## config.mk

```make
export PLATFORM = sky130hd
export DESIGN_NAME = stream_issue_sched
export DESIGN_NICKNAME = d
export VERILOG_FILES = /design/src/rtl/stream_sched_pkg.sv /design/src/rtl/stream_desc_path.sv /design/src/rtl/stream_issue_ctrl.sv /design/src/rtl/stream_issue_sched.sv
export SDC_FILE = /design/constraint.sdc
export NUM_CORES = 1
export LEC_CHECK = 0
export ABC_AREA = 1
export BUFFER_PORTS_ARGS = -buffer_cell sky130_fd_sc_hd__buf_2
export CORE_UTILIZATION = 30
export CTS_CLUSTER_SIZE = 8
export DETAILED_ROUTE_END_ITERATION = 16
export GPL_TIMING_DRIVEN = 0
export PLACE_DENSITY_LB_ADDON = 0.08
export REMOVE_ABC_BUFFERS = 1
export SLEW_MARGIN = 20
export SYNTH_ARGS = -nofsm -noshare
export SYNTH_HDL_FRONTEND = slang
export SYNTH_SLANG_ARGS = --single-unit
```

## constraint.sdc

```tcl
create_clock -name clk -period 4.5 [get_ports clk]
set_clock_uncertainty 0.05 [all_clocks]
set_input_delay 0.45 -clock clk [delete_from_list [all_inputs] [get_ports clk]]
set_output_delay 0.45 -clock clk [all_outputs]
set_load 0.005 [all_outputs]
```

## src/rtl/stream_sched_pkg.sv

```systemverilog
package stream_sched_pkg;
  localparam int SEL_W = 4;

  typedef struct packed {
    logic             issueStream;
    logic             issueScalar;
    logic [SEL_W-1:0] sel;
  } issue_strobe_t;
endpackage

```

## src/rtl/stream_desc_path.sv

```systemverilog
module stream_desc_path
  import stream_sched_pkg::*;
#(
  parameter int NUM_STREAMS = 3,
  parameter int ADDR_W      = 16,
  parameter int LEN_W       = 8
) (
  input  logic                   clk,
  input  logic                   rstN,
  input  logic                   cfgWe,
  input  logic [SEL_W-1:0]       cfgSel,
  input  logic [ADDR_W-1:0]      cfgBase,
  input  logic [ADDR_W-1:0]      cfgStride,
  input  logic [1:0]             cfgSize,
  input  logic [LEN_W-1:0]       cfgLen,
  input  logic                   cfgWrite,
  input  issue_strobe_t          strobe,
  input  logic [ADDR_W-1:0]      scAddr,
  input  logic                   scWe,
  output logic [ADDR_W-1:0]      memAddr,
  output logic                   memWe,
  output logic [NUM_STREAMS-1:0] hasWork,
  output logic [NUM_STREAMS-1:0] dirWr,
  output logic [NUM_STREAMS-1:0] loaded
);
  logic [ADDR_W-1:0] nextAddr [NUM_STREAMS];
  logic [ADDR_W-1:0] step     [NUM_STREAMS];
  logic [LEN_W-1:0]  remain   [NUM_STREAMS];

  for (genvar i = 0; i < NUM_STREAMS; i++) begin : g_slot
    wire loadHere  = cfgWe && (cfgSel == SEL_W'(i));
    wire issueHere = strobe.issueStream && (strobe.sel == SEL_W'(i));

    always_ff @(posedge clk) begin
      if (!rstN) begin
        nextAddr[i] <= '0;
        step[i]     <= '0;
        remain[i]   <= '0;
        dirWr[i]    <= 1'b0;
        loaded[i]   <= 1'b0;
      end else if (loadHere) begin
        nextAddr[i] <= cfgBase;
        step[i]     <= cfgStride << cfgSize;
        remain[i]   <= cfgLen;
        dirWr[i]    <= cfgWrite;
        loaded[i]   <= 1'b1;
      end else if (issueHere) begin
        nextAddr[i] <= nextAddr[i] + step[i];
        remain[i]   <= remain[i] - 1'b1;
      end
    end

    assign hasWork[i] = loaded[i] && (remain[i] != '0);

    // a slot is granted only while it still has elements left
    assert_grant_has_work_R10: assert property (@(posedge clk) disable iff (!rstN)
      issueHere |-> (remain[i] != '0));
  end

  always_ff @(posedge clk) begin
    if (!rstN) begin
      memAddr <= '0;
      memWe   <= 1'b0;
    end else if (strobe.issueScalar) begin
      memAddr <= scAddr;
      memWe   <= scWe;
    end else if (strobe.issueStream) begin
      for (int i = 0; i < NUM_STREAMS; i++) begin
        if (strobe.sel == SEL_W'(i)) begin
          memAddr <= nextAddr[i];
          memWe   <= dirWr[i];
        end
      end
    end
  end
endmodule

```

## src/rtl/stream_issue_ctrl.sv

```systemverilog
module stream_issue_ctrl
  import stream_sched_pkg::*;
#(
  parameter int NUM_STREAMS = 3,
  parameter int DEPTH       = 4,
  parameter int LVL_W       = $clog2(DEPTH + 1)
) (
  input  logic                               clk,
  input  logic                               rstN,
  input  logic [NUM_STREAMS-1:0]             hasWork,
  input  logic [NUM_STREAMS-1:0]             dirWr,
  input  logic [NUM_STREAMS-1:0]             loaded,
  input  logic [NUM_STREAMS-1:0][LVL_W-1:0]  rdLevel,
  input  logic [NUM_STREAMS-1:0]             wrReady,
  input  logic                               scReq,
  input  logic                               memAck,
  output issue_strobe_t                      strobe,
  output logic                               memReq,
  output logic                               memScalar,
  output logic [SEL_W-1:0]                   memTag,
  output logic                               scAck,
  output logic [NUM_STREAMS-1:0]             streamDone
);
  localparam int SUM_W = LVL_W + 1;

  logic [SEL_W-1:0]       cur;
  logic [NUM_STREAMS-1:0] eligible;
  logic [NUM_STREAMS-1:0] inFlightRd;
  logic                   pickValid;
  logic [SEL_W-1:0]       pickIdx;
  logic                   selWrite, selWrReady;
  logic [LVL_W-1:0]       selLevel;

  always_comb begin
    for (int i = 0; i < NUM_STREAMS; i++) begin
      inFlightRd[i] = memReq && !memScalar && (memTag == SEL_W'(i)) && !dirWr[i];
      eligible[i]   = hasWork[i] &&
        (dirWr[i] ? wrReady[i]
                  : ((SUM_W'(rdLevel[i]) + SUM_W'(inFlightRd[i])) < SUM_W'(DEPTH)));
      streamDone[i] = loaded[i] && !hasWork[i] && !inFlightRd[i];
    end
  end

  // Sticky round-robin: keep the current slot, else the first eligible after it.
  always_comb begin
    pickValid = 1'b0;
    pickIdx   = cur;
    for (int off = NUM_STREAMS - 1; off >= 0; off--) begin
      int t;
      t = int'(cur) + off;
      if (t >= NUM_STREAMS) t = t - NUM_STREAMS;
      if (eligible[t]) begin
        pickValid = 1'b1;
        pickIdx   = SEL_W'(t);
      end
    end
  end

  always_comb begin
    strobe.issueScalar = !memReq && scReq;
    strobe.issueStream = !memReq && !scReq && pickValid;
    strobe.sel         = pickIdx;
  end

  always_ff @(posedge clk) begin
    if (!rstN) begin
      memReq    <= 1'b0;
      memScalar <= 1'b0;
      memTag    <= '0;
      cur       <= '0;
    end else if (!memReq) begin
      if (strobe.issueScalar) begin
        memReq    <= 1'b1;
        memScalar <= 1'b1;
      end else if (strobe.issueStream) begin
        memReq    <= 1'b1;
        memScalar <= 1'b0;
        memTag    <= strobe.sel;
        cur       <= strobe.sel;
      end
    end else if (memAck) begin
      memReq <= 1'b0;
    end
  end

  assign scAck = memReq && memAck && memScalar;

  always_comb begin
    selWrite   = 1'b0;
    selWrReady = 1'b0;
    selLevel   = '0;
    for (int i = 0; i < NUM_STREAMS; i++) begin
      if (strobe.sel == SEL_W'(i)) begin
        selWrite   = dirWr[i];
        selWrReady = wrReady[i];
        selLevel   = rdLevel[i];
      end
    end
  end

  assert_scalar_first_R6: assert property (@(posedge clk) disable iff (!rstN)
    (!memReq && scReq) |=> (memReq && memScalar));
  assert_wr_operand_R5: assert property (@(posedge clk) disable iff (!rstN)
    (strobe.issueStream && selWrite) |-> selWrReady);
  assert_no_overflow_R4: assert property (@(posedge clk) disable iff (!rstN)
    (strobe.issueStream && !selWrite) |-> (SUM_W'(selLevel) < SUM_W'(DEPTH)));
  assert_hold_tag_R8: assert property (@(posedge clk) disable iff (!rstN)
    (memReq && !memAck) |=> (memReq && $stable(memTag) && $stable(memScalar)));
endmodule

```

## src/rtl/stream_issue_sched.sv

```systemverilog
module stream_issue_sched
  import stream_sched_pkg::*;
#(
  parameter int NUM_STREAMS = 3,
  parameter int ADDR_W      = 16,
  parameter int LEN_W       = 8,
  parameter int DEPTH       = 4,
  parameter int LVL_W       = $clog2(DEPTH + 1)
) (
  input  logic                              clk,
  input  logic                              rstN,
  input  logic                              cfgWe,
  input  logic [SEL_W-1:0]                  cfgSel,
  input  logic [ADDR_W-1:0]                 cfgBase,
  input  logic [ADDR_W-1:0]                 cfgStride,
  input  logic [1:0]                        cfgSize,
  input  logic [LEN_W-1:0]                  cfgLen,
  input  logic                              cfgWrite,
  input  logic [NUM_STREAMS-1:0][LVL_W-1:0] rdLevel,
  input  logic [NUM_STREAMS-1:0]            wrReady,
  input  logic                              scReq,
  input  logic [ADDR_W-1:0]                 scAddr,
  input  logic                              scWe,
  output logic                              scAck,
  output logic                              memReq,
  output logic [ADDR_W-1:0]                 memAddr,
  output logic                              memWe,
  output logic                              memScalar,
  output logic [SEL_W-1:0]                  memTag,
  input  logic                              memAck,
  output logic [NUM_STREAMS-1:0]            streamDone
);
  issue_strobe_t          strobe;
  logic [NUM_STREAMS-1:0] hasWork, dirWr, loaded;

  stream_desc_path #(.NUM_STREAMS(NUM_STREAMS), .ADDR_W(ADDR_W), .LEN_W(LEN_W)) u_path (
    .clk(clk), .rstN(rstN),
    .cfgWe(cfgWe), .cfgSel(cfgSel), .cfgBase(cfgBase), .cfgStride(cfgStride),
    .cfgSize(cfgSize), .cfgLen(cfgLen), .cfgWrite(cfgWrite),
    .strobe(strobe), .scAddr(scAddr), .scWe(scWe),
    .memAddr(memAddr), .memWe(memWe),
    .hasWork(hasWork), .dirWr(dirWr), .loaded(loaded)
  );

  stream_issue_ctrl #(.NUM_STREAMS(NUM_STREAMS), .DEPTH(DEPTH), .LVL_W(LVL_W)) u_ctrl (
    .clk(clk), .rstN(rstN),
    .hasWork(hasWork), .dirWr(dirWr), .loaded(loaded),
    .rdLevel(rdLevel), .wrReady(wrReady), .scReq(scReq), .memAck(memAck),
    .strobe(strobe), .memReq(memReq), .memScalar(memScalar), .memTag(memTag),
    .scAck(scAck), .streamDone(streamDone)
  );

  assert_addr_hold_R8: assert property (@(posedge clk) disable iff (!rstN)
    (memReq && !memAck) |=> ($stable(memAddr) && $stable(memWe)));
endmodule

```

==> flow_summary.ini <==
[synthesis]
synth_edf_count = 120
ys.flop_type = edfxtp_1
yosysMostFrequentCell = nand2_1
synth_cell_type_count = 57
netlist_area_um2 = 10230
synth_area_per_cell_um2 = 8.104
synth_common_cells = nand2_1 (234), inv_1 (151), edfxtp_1 (120)
netlist.area_leader.share_pct = 35.23
async_flop_share_pct = 0
synth_area_leaders = edfxtp_1 (35%), nand2_1 (8.6%), ha_1 (7.2%)
ys_seq_elements = 149
synth-warning-count = 0
synth_top_cell_by_area = edfxtp_1
ys_seq_area_share_pct = 40.91
postSynthCellCount = 1262

[setup_path]
cp_slowest_cell = dfxtp_1
reg2regPathDepth = 17
critPathMaxFanout = 16
crit_path_end_kind = flop
start_kind = flop
timing.rr.start = u_ctrl.memTag[1]$_SDFFE_PN0P_
cp_common_cell = nand3_2
r2r_end = u_path.nextAddr[2][4]$_SDFFCE_PN0P_
r2r_slack_ns = 0.33
required_ns = 4.64
max_stage_delay_ns = 0.62
cp_data_arrival_time_ns = 4.31
cp_cell_sequence = inv_1, ha_1, nor2_1, nand3_4, nand2_1, nand2_1, nand3_1, nand3_2, nand2_2, nand3_2, nand3_2, clkinv_2, nand2_2, nor3_4, inv_4, nand3_2, buf_16
critPathKind = reg2reg

[die]
ioPinCount = 108
core-area_um2 = 33530
die_w_um = 186.6
die_height_um = 186.6
initial_utilization_pct = 30.50
die_area_um2 = 34830
rows = 67

[timing]
grt_setup_unrepaired = no
hold_viol_final = 0
fin_crit_sh_pct = 92.75
drv_slew = 0
whs_ns = 0.2687
fmax_mhz = 239.6
tns_ns = 0
min_period_ns = 4.174
setup-violations-final = 0
worst_slew_pin_slew_ns = 0.9871
slew_headroom_pct = 34.03

[worst_hold_path]
holdPathEnd = u_ctrl.memReq$_SDFF_PN0_
hold_depth = 4
min_from = memAck
hp-class = in2reg

[finish]
area_growth_pct = 15.41
final_util_pct = 35.20
drive_gt1_share_pct = 16.63
fin_nets = 1495
n_antenna_cell = 0

[drt]
drt.antenna.violating_nets = 0
detail_route.first_pass.iterations = 6
dr_total_vias = 8619
viasPerCell = 4.754
drt-initial-drc-count = 479
wire_per_inst_um = 16.54
drcViolationCount = 0
postRouteWirelength_um = 30000

[place]
place_congestion = 0.8648
dp_hpwl_um = 22690
io_buffers = 107

[clocking]
cts_buffers = 17
tritoncts = built
clock_sinks = 149
clk_pin_slew_ns = 0.06
cts-htree-levels = 4
cts_root_buffer = clkbuf_16
clock_latency_ns = 0.43
cts.path.max_buffers = 2

[pwr]
powerDensity_nw_per_um2 = 673.2
leakagePower_nw = 5.204
ir_drop_v = 0.0006895

[run]
cap_violations = 0

[grt]
grt_pass1_vias = 8251
grt_max_degree = 53
grt_pass1_wl_um = 46710
grt_usage_pct = 17.42
antenna_found_initial = 0
grt.overflow.total = 0

[run_status]
outcome = completed
kinds of logic (layout without fill, tap and decap cells):
group                      Yosys count  after routing  share of synthesized area [%]
and+or+nand+nor                    526            526                          23.40
AOI/OAI and AO/OA                  269            269                          15.43
buffers and inverters              206            309                          7.976
DFF                                149            149                          40.91
adders and majority gates           62             62                          7.805
xor gates and xnor gates            49             49                          4.380
muxes                                1              1                        0.09788
critical path, delay by kind of cell, from the launching register on:
kind                     cells  cell delay (ns)
buffers and inverters        4             0.99
AND/OR/NAND/NOR             12             1.85
adder cells (fa/ha/maj)      1             0.39
flip-flops                   1             0.62
cells in the final DEF (no fill, tap or decap), drive strengths merged, types with 3 or more instances in the layout:
cell and instances:
xor2 25, xnor2 24, clkbuf 21, a31oi 8
o211ai 4, o22ai 46, fa 3, or2 5
o31ai 3, buf 110, dfxtp 29, clkinv 11
nand4 10, nor2 125, nand2 261, a21oi 124
ha 59, bufinv 3, and2 3, nand3 108
inv 164, o21ai 72, nor3 11, edfxtp 120
worst max-delay path by stage:
stage | from | end | slack, ns
after floorplan | u_ctrl.memTag[1]$_SDFFE_PN0P_ | u_path.nextAddr[2][0]$_SDFFCE_PN0P_ | 0.59
after global placement | u_ctrl.memTag[1]$_SDFFE_PN0P_ | u_path.nextAddr[2][3]$_SDFFCE_PN0P_ | -1.14
after detailed placement | u_ctrl.memTag[1]$_SDFFE_PN0P_ | u_path.nextAddr[2][3]$_SDFFCE_PN0P_ | -0.41
after CTS | u_ctrl.memTag[1]$_SDFFE_PN0P_ | u_path.nextAddr[2][0]$_SDFFCE_PN0P_ | 0.11
after global routing | u_ctrl.memTag[1]$_SDFFE_PN0P_ | u_path.nextAddr[2][5]$_SDFFCE_PN0P_ | 0.007
final | u_ctrl.memTag[1]$_SDFFE_PN0P_ | u_path.nextAddr[2][4]$_SDFFCE_PN0P_ | 0.33
per-layer routing:
metal	up-vias	GRT usage [%]	wire, um
li1	4468	-	-
met1	4002	26.05	16050
met2	138	26.54	12930
met3	11	2.276	818
met4	0	3.752	199
met5	-	0	0
timing repair:
| item | in CTS | in global routing |
|---|---|---|
| pin swaps | 1 | 0 |
| endpoints found under the hold margin | 0 | 0 |
| endpoints found under the setup margin | 71 | 78 |
| hold buffers | 0 | 0 |
| setup buffers | 1 | 0 |
| cloned | 0 | 0 |
| resized for setup | 2 | 5 |
sequential cells by signal (all words and copies together) (netlist names):
name              cells
u_path.step          48
u_path.memWe          1
u_path.loaded         3
u_path.nextAddr      48
u_ctrl.memScalar      1
u_ctrl.memReq         1
u_ctrl.memTag         4
u_path.dirWr          3
u_path.memAddr       16
u_path.remain        24
stage by stage:
step,instance area (um2),cells,setup slack (ns),total power [mW]
after floorplan,10040,1223,0.5869,5.129
after global placement,11140,1778,-1.145,6.514
after detailed placement,11200,1780,-0.4100,6.545
after CTS,11790,1813,0.1117,8.016
after global routing,11800,1813,0.006695,8.610
final,11800,1813,0.3265,7.947
report_power, final:
group,total (mW),leakage [nW],switching [mW],internal (mW)
logic,4.63,3.48,3.28,1.36
clock network,1.45,0.281,0.585,0.866
registers,1.86,1.44,0.139,1.72
final cells by class:
| type | count | area, um2 |
|---|---|---|
| clock inverter | 11 | 133.9 |
| clock buffer | 21 | 440.4 |
| timing repair buffer | 110 | 585.6 |
| inverter | 167 | 638.1 |
| sequential | 149 | 4184 |
| tap | 448 | 560.5 |
| fill | 3556 | 21730 |
| multi-input combinational | 907 | 5261 |
Note: power is estimated with default switching activity, not from simulation.
